### src/rtl/tocnt_pkg.sv
// Shared constants for the card time-out counter.
// Assumes an 8-bit host data path and a fixed set of three counters.
package tocnt_pkg;
    localparam int NCNT = 3;

    // Write targets
    localparam logic [1:0] SEL_RLD1 = 2'd0;
    localparam logic [1:0] SEL_RLD2 = 2'd1;
    localparam logic [1:0] SEL_RLD3 = 2'd2;
    localparam logic [1:0] SEL_MODE = 2'd3;

    // The only defined running mode; all other values halt the block
    localparam logic [7:0] MODE_SPLIT = 8'h75;
endpackage

### src/rtl/tocnt_regs.sv
// Host-writable reload bytes and mode-write decode.
// Assumes one write per cycle. Reload bytes are write-only and are cleared by reset.
module tocnt_regs
    import tocnt_pkg::*;
#(
    parameter int CW = 8
) (
    input  logic                 clk,
    input  logic                 rst_n,
    input  logic                 wr_en,
    input  logic [1:0]           wr_sel,
    input  logic [CW-1:0]        wr_data,
    output logic [NCNT*CW-1:0]   rld_o,
    output logic                 cfg_wr_o,
    output logic                 split_o
);
    for (genvar i = 0; i < NCNT; i++) begin : g_rld
        logic [CW-1:0] q;
        // Capture the reload byte addressed by this index
        always_ff @(posedge clk) begin
            if (!rst_n)
                q <= '0;
            else if (wr_en && wr_sel == 2'(i))
                q <= wr_data;
        end
        assign rld_o[i*CW +: CW] = q;
    end

    // Mode write strobe and decode of the running mode
    assign cfg_wr_o = wr_en && (wr_sel == SEL_MODE);
    assign split_o  = (wr_data == CW'(MODE_SPLIT));
endmodule

### src/rtl/tocnt_arm.sv
// Start trigger: armed by a split-mode write, fired by the first later start bit.
// Assumes start_bit is a one-cycle pulse. A mode write always wins over a coincident start bit.
module tocnt_arm (
    input  logic clk,
    input  logic rst_n,
    input  logic cfg_wr_i,
    input  logic split_i,
    input  logic start_bit_i,
    output logic go_o
);
    logic arm_q;

    assign go_o = arm_q && start_bit_i && !cfg_wr_i;

    // Arm on a split-mode write; disarm on any other mode write or on the trigger
    always_ff @(posedge clk) begin
        if (!rst_n)
            arm_q <= 1'b0;
        else if (cfg_wr_i)
            arm_q <= split_i;
        else if (go_o)
            arm_q <= 1'b0;
    end

    // the trigger fires only once per arming
    a_r6_single_trigger: assert property (@(posedge clk) disable iff (!rst_n)
        arm_q && start_bit_i && !cfg_wr_i |=> !arm_q);
    // a non-split mode write leaves the block unarmed
    a_r8_other_mode_disarms: assert property (@(posedge clk) disable iff (!rst_n)
        cfg_wr_i && !split_i |=> !arm_q);
endmodule

### src/rtl/tocnt_down.sv
// Down counter clocked by ETU ticks. A load value of zero gives a full 2**W period.
// AUTO picks the behaviour at expiry: reload and keep running, or halt.
// Priority: stop, then load, then tick. The expiry pulse is registered.
module tocnt_down #(
    parameter int W    = 8,
    parameter bit AUTO = 1'b1
) (
    input  logic         clk,
    input  logic         rst_n,
    input  logic         stop_i,
    input  logic         load_i,
    input  logic         tick_i,
    input  logic [W-1:0] val_i,
    output logic         exp_o
);
    localparam logic [W-1:0] ONE = W'(1);

    logic [W-1:0] cnt_q;
    logic         run_q;
    logic         exp_q;
    logic [W-1:0] nxt_cnt;
    logic         nxt_run;

    if (AUTO) begin : g_auto
        assign nxt_cnt = val_i;
        assign nxt_run = 1'b1;
        // an auto-reload counter is still running after it fires
        a_r4_keeps_running: assert property (@(posedge clk) disable iff (!rst_n)
            exp_q |-> run_q);
    end else begin : g_once
        assign nxt_cnt = '0;
        assign nxt_run = 1'b0;
        // a one-shot counter halts when it fires
        a_r5_chain_halts: assert property (@(posedge clk) disable iff (!rst_n)
            exp_q |-> !run_q);
    end

    // Count, load, halt and fire
    always_ff @(posedge clk) begin
        if (!rst_n) begin
            cnt_q <= '0;
            run_q <= 1'b0;
            exp_q <= 1'b0;
        end else begin
            exp_q <= 1'b0;
            if (stop_i) begin
                cnt_q <= '0;
                run_q <= 1'b0;
            end else if (load_i) begin
                cnt_q <= val_i;
                run_q <= 1'b1;
            end else if (run_q && tick_i) begin
                if (cnt_q == ONE) begin
                    exp_q <= 1'b1;
                    cnt_q <= nxt_cnt;
                    run_q <= nxt_run;
                end else begin
                    cnt_q <= cnt_q - ONE;
                end
            end
        end
    end

    assign exp_o = exp_q;

    // a mode write silences the counter on the next cycle
    a_r7_stop_quiet: assert property (@(posedge clk) disable iff (!rst_n)
        stop_i |=> !exp_q && !run_q);
    // no expiry comes from an idle counter
    a_r3_idle_no_fire: assert property (@(posedge clk) disable iff (!rst_n)
        !run_q |=> !exp_q);
endmodule

### src/rtl/card_timeout.sv
// Card session time-out engine. Counter 1 auto-reloads. Counters 3 and 2
// are chained into a one-shot 16-bit count. Both start on the first start
// bit after the split mode is written.
// Assumes etu_tick and start_bit are one-cycle pulses in the clk domain.
module card_timeout
    import tocnt_pkg::*;
#(
    parameter int CW = 8
) (
    input  logic          clk,
    input  logic          rst_n,
    input  logic          wr_en,
    input  logic [1:0]    wr_sel,
    input  logic [CW-1:0] wr_data,
    input  logic          start_bit,
    input  logic          etu_tick,
    output logic [2:0]    tmo_flag,
    output logic [2:0]    tmo_irq
);
    localparam int CHW = 2 * CW;

    logic [NCNT*CW-1:0] rld;
    logic               cfg_wr;
    logic               split;
    logic               go;
    logic               exp_c1;
    logic               exp_ch;
    logic [2:0]         flag_q;

    tocnt_regs #(.CW(CW)) u_regs (
        .clk(clk), .rst_n(rst_n), .wr_en(wr_en), .wr_sel(wr_sel),
        .wr_data(wr_data), .rld_o(rld), .cfg_wr_o(cfg_wr), .split_o(split)
    );

    tocnt_arm u_arm (
        .clk(clk), .rst_n(rst_n), .cfg_wr_i(cfg_wr), .split_i(split),
        .start_bit_i(start_bit), .go_o(go)
    );

    tocnt_down #(.W(CW), .AUTO(1'b1)) u_c1 (
        .clk(clk), .rst_n(rst_n), .stop_i(cfg_wr), .load_i(go),
        .tick_i(etu_tick), .val_i(rld[0 +: CW]), .exp_o(exp_c1)
    );

    tocnt_down #(.W(CHW), .AUTO(1'b0)) u_chain (
        .clk(clk), .rst_n(rst_n), .stop_i(cfg_wr), .load_i(go),
        .tick_i(etu_tick), .val_i(rld[CW +: CHW]), .exp_o(exp_ch)
    );

    assign tmo_irq = {exp_ch, 1'b0, exp_c1};

    // Sticky flags, cleared by any mode write
    always_ff @(posedge clk) begin
        if (!rst_n)
            flag_q <= '0;
        else if (cfg_wr)
            flag_q <= '0;
        else
            flag_q <= flag_q | tmo_irq;
    end

    assign tmo_flag = flag_q;

    // a set chain flag persists until a mode write
    a_r10_flag_sticky: assert property (@(posedge clk) disable iff (!rst_n)
        flag_q[2] && !cfg_wr |=> flag_q[2]);
    // a mode write clears every flag
    a_r7_flags_clear: assert property (@(posedge clk) disable iff (!rst_n)
        cfg_wr |=> tmo_flag == 3'b000);
    // a counter 1 pulse is followed by its flag
    a_r4_flag_follows: assert property (@(posedge clk) disable iff (!rst_n)
        exp_c1 && !cfg_wr |=> tmo_flag[0]);
endmodule

### config.mk
export PLATFORM = sky130hd
export DESIGN_NAME = card_timeout
export DESIGN_NICKNAME = d
export VERILOG_FILES = /design/src/rtl/tocnt_pkg.sv /design/src/rtl/tocnt_regs.sv /design/src/rtl/tocnt_arm.sv /design/src/rtl/tocnt_down.sv /design/src/rtl/card_timeout.sv
export SDC_FILE = /design/constraint.sdc
export NUM_CORES = 1
export LEC_CHECK = 0
export BUFFER_PORTS_ARGS = -buffer_cell sky130_fd_sc_hd__clkbuf_2
export CAP_MARGIN = 30
export CORE_MARGIN = 3
export CORE_UTILIZATION = 45
export DETAILED_ROUTE_END_ITERATION = 10
export GPL_ROUTABILITY_DRIVEN = 0
export GPL_TIMING_DRIVEN = 0
export SLEW_MARGIN = 20
export SYNTH_ARGS = -nofsm -noshare
export SYNTH_HDL_FRONTEND = slang
export SYNTH_HIERARCHICAL = 1
export SYNTH_SLANG_ARGS = --single-unit
export TNS_END_PERCENT = 10
### constraint.sdc
create_clock -name clk -period 4.71 [get_ports clk]
set_clock_uncertainty 0.1 [all_clocks]
set_input_delay 0.2355 -clock clk [delete_from_list [all_inputs] [get_ports clk]]
set_output_delay 0.2355 -clock clk [all_outputs]
set_load 0.01 [all_outputs]
# Word-level counts from Yosys, hierarchy flattened
# Cells that the tools add are included.
[word_totals]
regBits = 56
input_bits = 15
word_cells = 59
[classes]
addsub = 2
n_eq_ne = 6
muxes = 16
n_bitwise = 4
reduce_logical = 20
[op_table]
columns = ["cell", "count"]
rows = [
  ["16-bit two-way mux", 3],
  ["8-bit two-way mux", 3],
  ["16-bit by 1-bit == test with 1-bit output (second input constant)", 1],
  ["16-bit by 1-bit subtractor with 16-bit output (second input constant)", 1],
  ["1-bit two-way mux", 10],
  ["2-bit nonzero test", 5],
  ["8-bit by 1-bit == test with 1-bit output (second input constant)", 1],
  ["8-bit by 7-bit == test with 1-bit output (second input constant)", 1],
  ["1-bit logical AND", 8],
  ["4-bit OR reduction", 2],
  ["8-bit by 1-bit subtractor with 8-bit output (second input constant)", 1],
  ["2-bit == test (second input constant)", 2],
  ["2-bit AND reduction", 2],
  ["1-bit NOT", 3],
  ["3-bit OR", 1],
  ["2-bit by 1-bit == test with 1-bit output (second input constant)", 1],
  ["2-bit logical NOT", 1],
  ["2-bit OR reduction", 1],
  ["1-bit logical NOT", 1],
]

# Logic depth before layout (Yosys ltp)
[logic_depth]
depth_word = 6
depth_mapped = 6
ltp_nobuf = 6

# Hierarchy
# Netlist, hierarchy kept.
[modules_own_cells]
columns = ["module", "instances", "cells_per_inst", "area_each_um2"]
rows = [
  ["tocnt_down at u_chain", 1, 135, 1113.6],
  ["tocnt_regs", 1, 93, 928.4],
  ["tocnt_down at u_c1", 1, 78, 674.4],
  ["card_timeout", 1, 12, 102.6],
  ["tocnt_arm", 1, 5, 46.3],
]

# Worst setup path before layout
# OpenSTA, ideal clock, no wires.
[synth_timing]
kind = "input-to-reg"
from = "input port wr_en"
to = "register u_c1.cnt_q[2]"
setup_time_ns = 0.120
t_arrival_ns = 1.701
slack_ns = 2.789
stages = 6
cell_sequence = "and3_2 nor2_1 clkbuf_1 a21oi_1 a22o_1 o31a_1"
[synth_between]
elab_chain_cells = 4
word_cells_on_any_way = 6
[synth_rtl]
columns = ["element", "line_no", "text"]
rows = [
  ["from (decl)", "card_timeout.sv:12", "input logic wr_en,"],
  ["1-bit logical AND *", "tocnt_regs.sv:30", "assign cfg_wr_o = wr_en && (wr_sel == SEL_MODE);"],
  ["1-bit logical NOT *", "tocnt_arm.sv:13", "assign go_o = arm_q && start_bit_i && !cfg_wr_i;"],
  ["1-bit logical AND *", "tocnt_arm.sv:13", ""],
  ["net go", "card_timeout.sv:25", "logic go;"],
  ["8-bit two-way mux / 2-bit nonzero test (equally long branches)", "-", ""],
  ["to (signal assigned)", "tocnt_down.sv:50", "cnt_q <= val_i;"],
  ["to (signal assigned)", "tocnt_down.sv:55", "cnt_q <= nxt_cnt;"],
  ["to (signal assigned)", "tocnt_down.sv:58", "cnt_q <= cnt_q - ONE;"],
  ["to (decl)", "tocnt_down.sv:18", "logic [W-1:0] cnt_q;"],
]
# Mark *: on every way through the listed nets, which the timed path passes. The rest lies on a longest branch.
# A chain may end at the register's enable or synchronous reset.

# Final worst setup path
[layout_timing]
from = "register u_arm.arm_q"
to = "register u_chain.cnt_q[7]"
[layout_between]
elab_chain_cells = 3
word_cells_on_any_way = 4
[layout_rtl]
columns = ["element", "line_no", "text"]
rows = [
  ["from (decl)", "tocnt_arm.sv:11", "logic arm_q;"],
  ["from (signal assigned)", "tocnt_arm.sv:20", "arm_q <= split_i;"],
  ["1-bit logical AND * (2 in series)", "tocnt_arm.sv:13", ""],
  ["net go", "card_timeout.sv:25", ""],
  ["16-bit two-way mux / 2-bit nonzero test (equally long branches)", "-", ""],
  ["to (signal assigned)", "tocnt_down.sv:50", ""],
  ["to (signal assigned)", "tocnt_down.sv:55", ""],
  ["to (signal assigned)", "tocnt_down.sv:58", ""],
  ["to (decl)", "tocnt_down.sv:18", ""],
]
# Marks and branches as above.

==> run metrics <==
run status finished clean; critical path class reg -> reg; cell count after synthesis 323; Slew Viols, Final 0; slowest CP cell nor2_1; setup_tns 0 ns; post-cts sizing count 0; Worst-Margin Slew 0.6296 ns; pin count of the biggest net entering global routing 20; vias in the first global route 2,203; DRT Pass-1 Iters 4; Die Width 85.80 um; Core Region 0.006026 mm2; Arrival @ worst endpoint 2.32 ns; Net Switching 0.2037 mW; max-cap violations 0; total congestion overflow 0; internal power 0.6013 mW; WP buf/inv 2; clock buffer depth 2; GRT Overall Usage 0.1919; post-cts hold buffer count 0; critical-path cell list nand2_1 -> nor2_1 -> clkinv_1 -> buf_2 -> o21ai_0 -> a21oi_1; share of cells above drive strength 1 0.1514; TritonCTS sink count 55; HP Class in -> reg; Layout area overhead 9.869%; Initial Utilization 0.4755; crit end category flop; Switching Fraction 0.2531; Setup Fix Bufs, Post-CTS 0; WL/cell 15.37 um; Synth Warn # 6; CTS root buf clkbuf_8; post-synthesis sequential area ratio 0.3843; Logic pwr share 0.062; synthesized flop and latch total 55; Worst EP required 4.81 ns; first-pass GRT wire length 11.20 mm; # IOs 21; final WL 6.533 mm; Final Cycle Share 0.4713; CP top delay family buffers and inverters; total power 0.8051 mW; via count 2,410; Num CTS Buffers 5; DIE AREA 0.007361 mm2; Port-buffer cells 18; Detail Route Antenna Nets 0; Pleak 1.280 nW; Die Span Y 85.80 um; DR iter-0 viols 205; final setup fails 0; Util after Layout 0.5224; antenna diode count 0; post-layout min period 2.220 ns; Netlist Area Pre-Place 0.002865 mm2; worst relative slew slack 0.5787; final hold violations 0; HPWL after DPL 4.948 mm; Fmax 0.4504 GHz; startpoint types flop; Layout Nets 368; H-tree depth 2; Power Density 255.7 mW/mm2; clock slew at reported path FFs 0.11 ns; Clk Latency, worst-skew pair 0.32 ns; Crit Path Max Fanout 10; post-synth top area share 0.3843; drt drc 0; CP max stage delay 0.49 ns; Syn Area/Cell 8.871 um2; Post-synth EDFFs 0; initial antenna violation count 0; Avg Vias per Cell 5.671; TritonCTS clock tree done; Area contributors post-synth dfxtp_1 (38%), mux2i_1 (9.4%), nand2_1 (6.8%); Clk pwr share 0.347; maximum vdd ir drop 0.0001684 V; Netlist cell types 65; row cnt 28; setup repair after global routing missed its margin false; sequential share of power 0.592; Top FF cell, synth dfxtp_1; leading area contributor after synthesis dfxtp_1; asr flop ratio synth 0
final cells by class:
cell class | instances | area, um2
buffer | 18 | 110.1
clock buffer | 5 | 68.82
clock inverter | 3 | 26.28
fill | 595 | 2878
inverter | 12 | 45.04
multi-input combinational | 239 | 1613
sequential | 55 | 1101
tap | 75 | 93.84
timing repair buffer | 18 | 90.09
placed cells by master (no fill, tap or decap), drive strengths merged, types with 3 or more instances in the layout:
cell and n:
ha 4, mux2i 27, a21oi 14, inv 13, nand2b 6, nor3 8, nor2b 3, or3 4
buf 11, xnor2 3, nand3 6, or4 3, dfxtp 55, nand2 52, a31oi 7, nand3b 3
nand4 5, nor2 19, nor3b 3, nor4 13, o21a 4, o31ai 3, o211ai 4, o21ai 14
clkbuf 30
Yosys cell counts, types with 4 or more instances:
library cell,n
nand3_1,6
o21a_1,4
o21ai_0,12
buf_4,4
nor3_1,8
a21oi_1,14
clkbuf_1,7
o211ai_1,4
dfxtp_1,55
a31oi_1,7
inv_1,11
nand4_1,5
nand2_1,52
ha_1,4
buf_2,4
nor2_1,19
mux2i_1,27
nor4_1,8
nand2b_1,5
power by group through the flow:
stage                     Combinational (mW)  Clock [mW]  Sequential (mW)
after floorplan                       0.0313           0            0.485
after global placement                0.0501           0            0.487
after detailed placement              0.0501           0            0.487
after CTS                             0.0503       0.287            0.476
after global routing                  0.0560       0.305            0.478
final                                 0.0495       0.279            0.477
worst min-delay path, stage by stage:
cell and delay [ns]:
clkbuf_2 0.09, nand2_1 0.11, mux2i_1 0.08
logic make-up after synthesis:
| logic type | Yosys count | share of synthesized area |
|---|---|---|
| AOI/OAI and AO/OA | 63 | 0.1572 |
| xor gates and xnor gates | 4 | 0.01223 |
| adders and majority gates | 4 | 0.01747 |
| buffers and inverters | 30 | 0.05415 |
| DFF | 55 | 0.3843 |
| muxes | 27 | 0.09432 |
| other | 1 | 0.001309 |
| and+or+nand+nor | 139 | 0.2791 |
state kept, by name, indices dropped and copies added, names as in the netlist:
register / count
u_regs/g_rld.q: 24
u_chain/cnt_q: 16
u_c1/cnt_q: 8
tmo_flag: 2
u_arm/arm_q: 1
u_c1/exp_o: 1
u_c1/run_q: 1
u_chain/exp_o: 1
u_chain/run_q: 1
final timing paths:
path / to / start / slack (ns) / cells past startpoint
setup / recovery: u_chain/cnt_q[7] / u_arm/arm_q / 2.49 / 6
hold / removal: u_regs/g_rld[2].q[6] / wr_data[6] / 0.14 / 3
setup reg to reg: u_chain/cnt_q[7] / u_arm/arm_q / 2.49 / 6
hold reg to reg: u_regs/g_rld[0].q[1] / u_regs/g_rld[0].q[1] / 0.37 / 2
per-layer routing:
metal	wire length (um)	global-route usage	vias up
li1	-	-	1223
met1	3295	0.2934	1094
met2	2766	0.2719	83
met3	381	0.03362	10
met4	89	0.05899	0
met5	0	0	-
metrics by stage:
| stage | hold slack, ns | cell area, um2 | instances | setup WS, ns |
|---|---|---|---|---|
| global placement | 0.3414 | 3053 | 417 | 2.198 |
| floorplan | 0.2627 | 2869 | 324 | 2.789 |
| global route | 0.1542 | 3148 | 425 | 2.279 |
| CTS | 0.1338 | 3148 | 425 | 2.522 |
| finish | 0.1358 | 3148 | 425 | 2.490 |
| detailed placement | 0.3513 | 3053 | 417 | 2.244 |
Power figures use the tool's default switching activity.
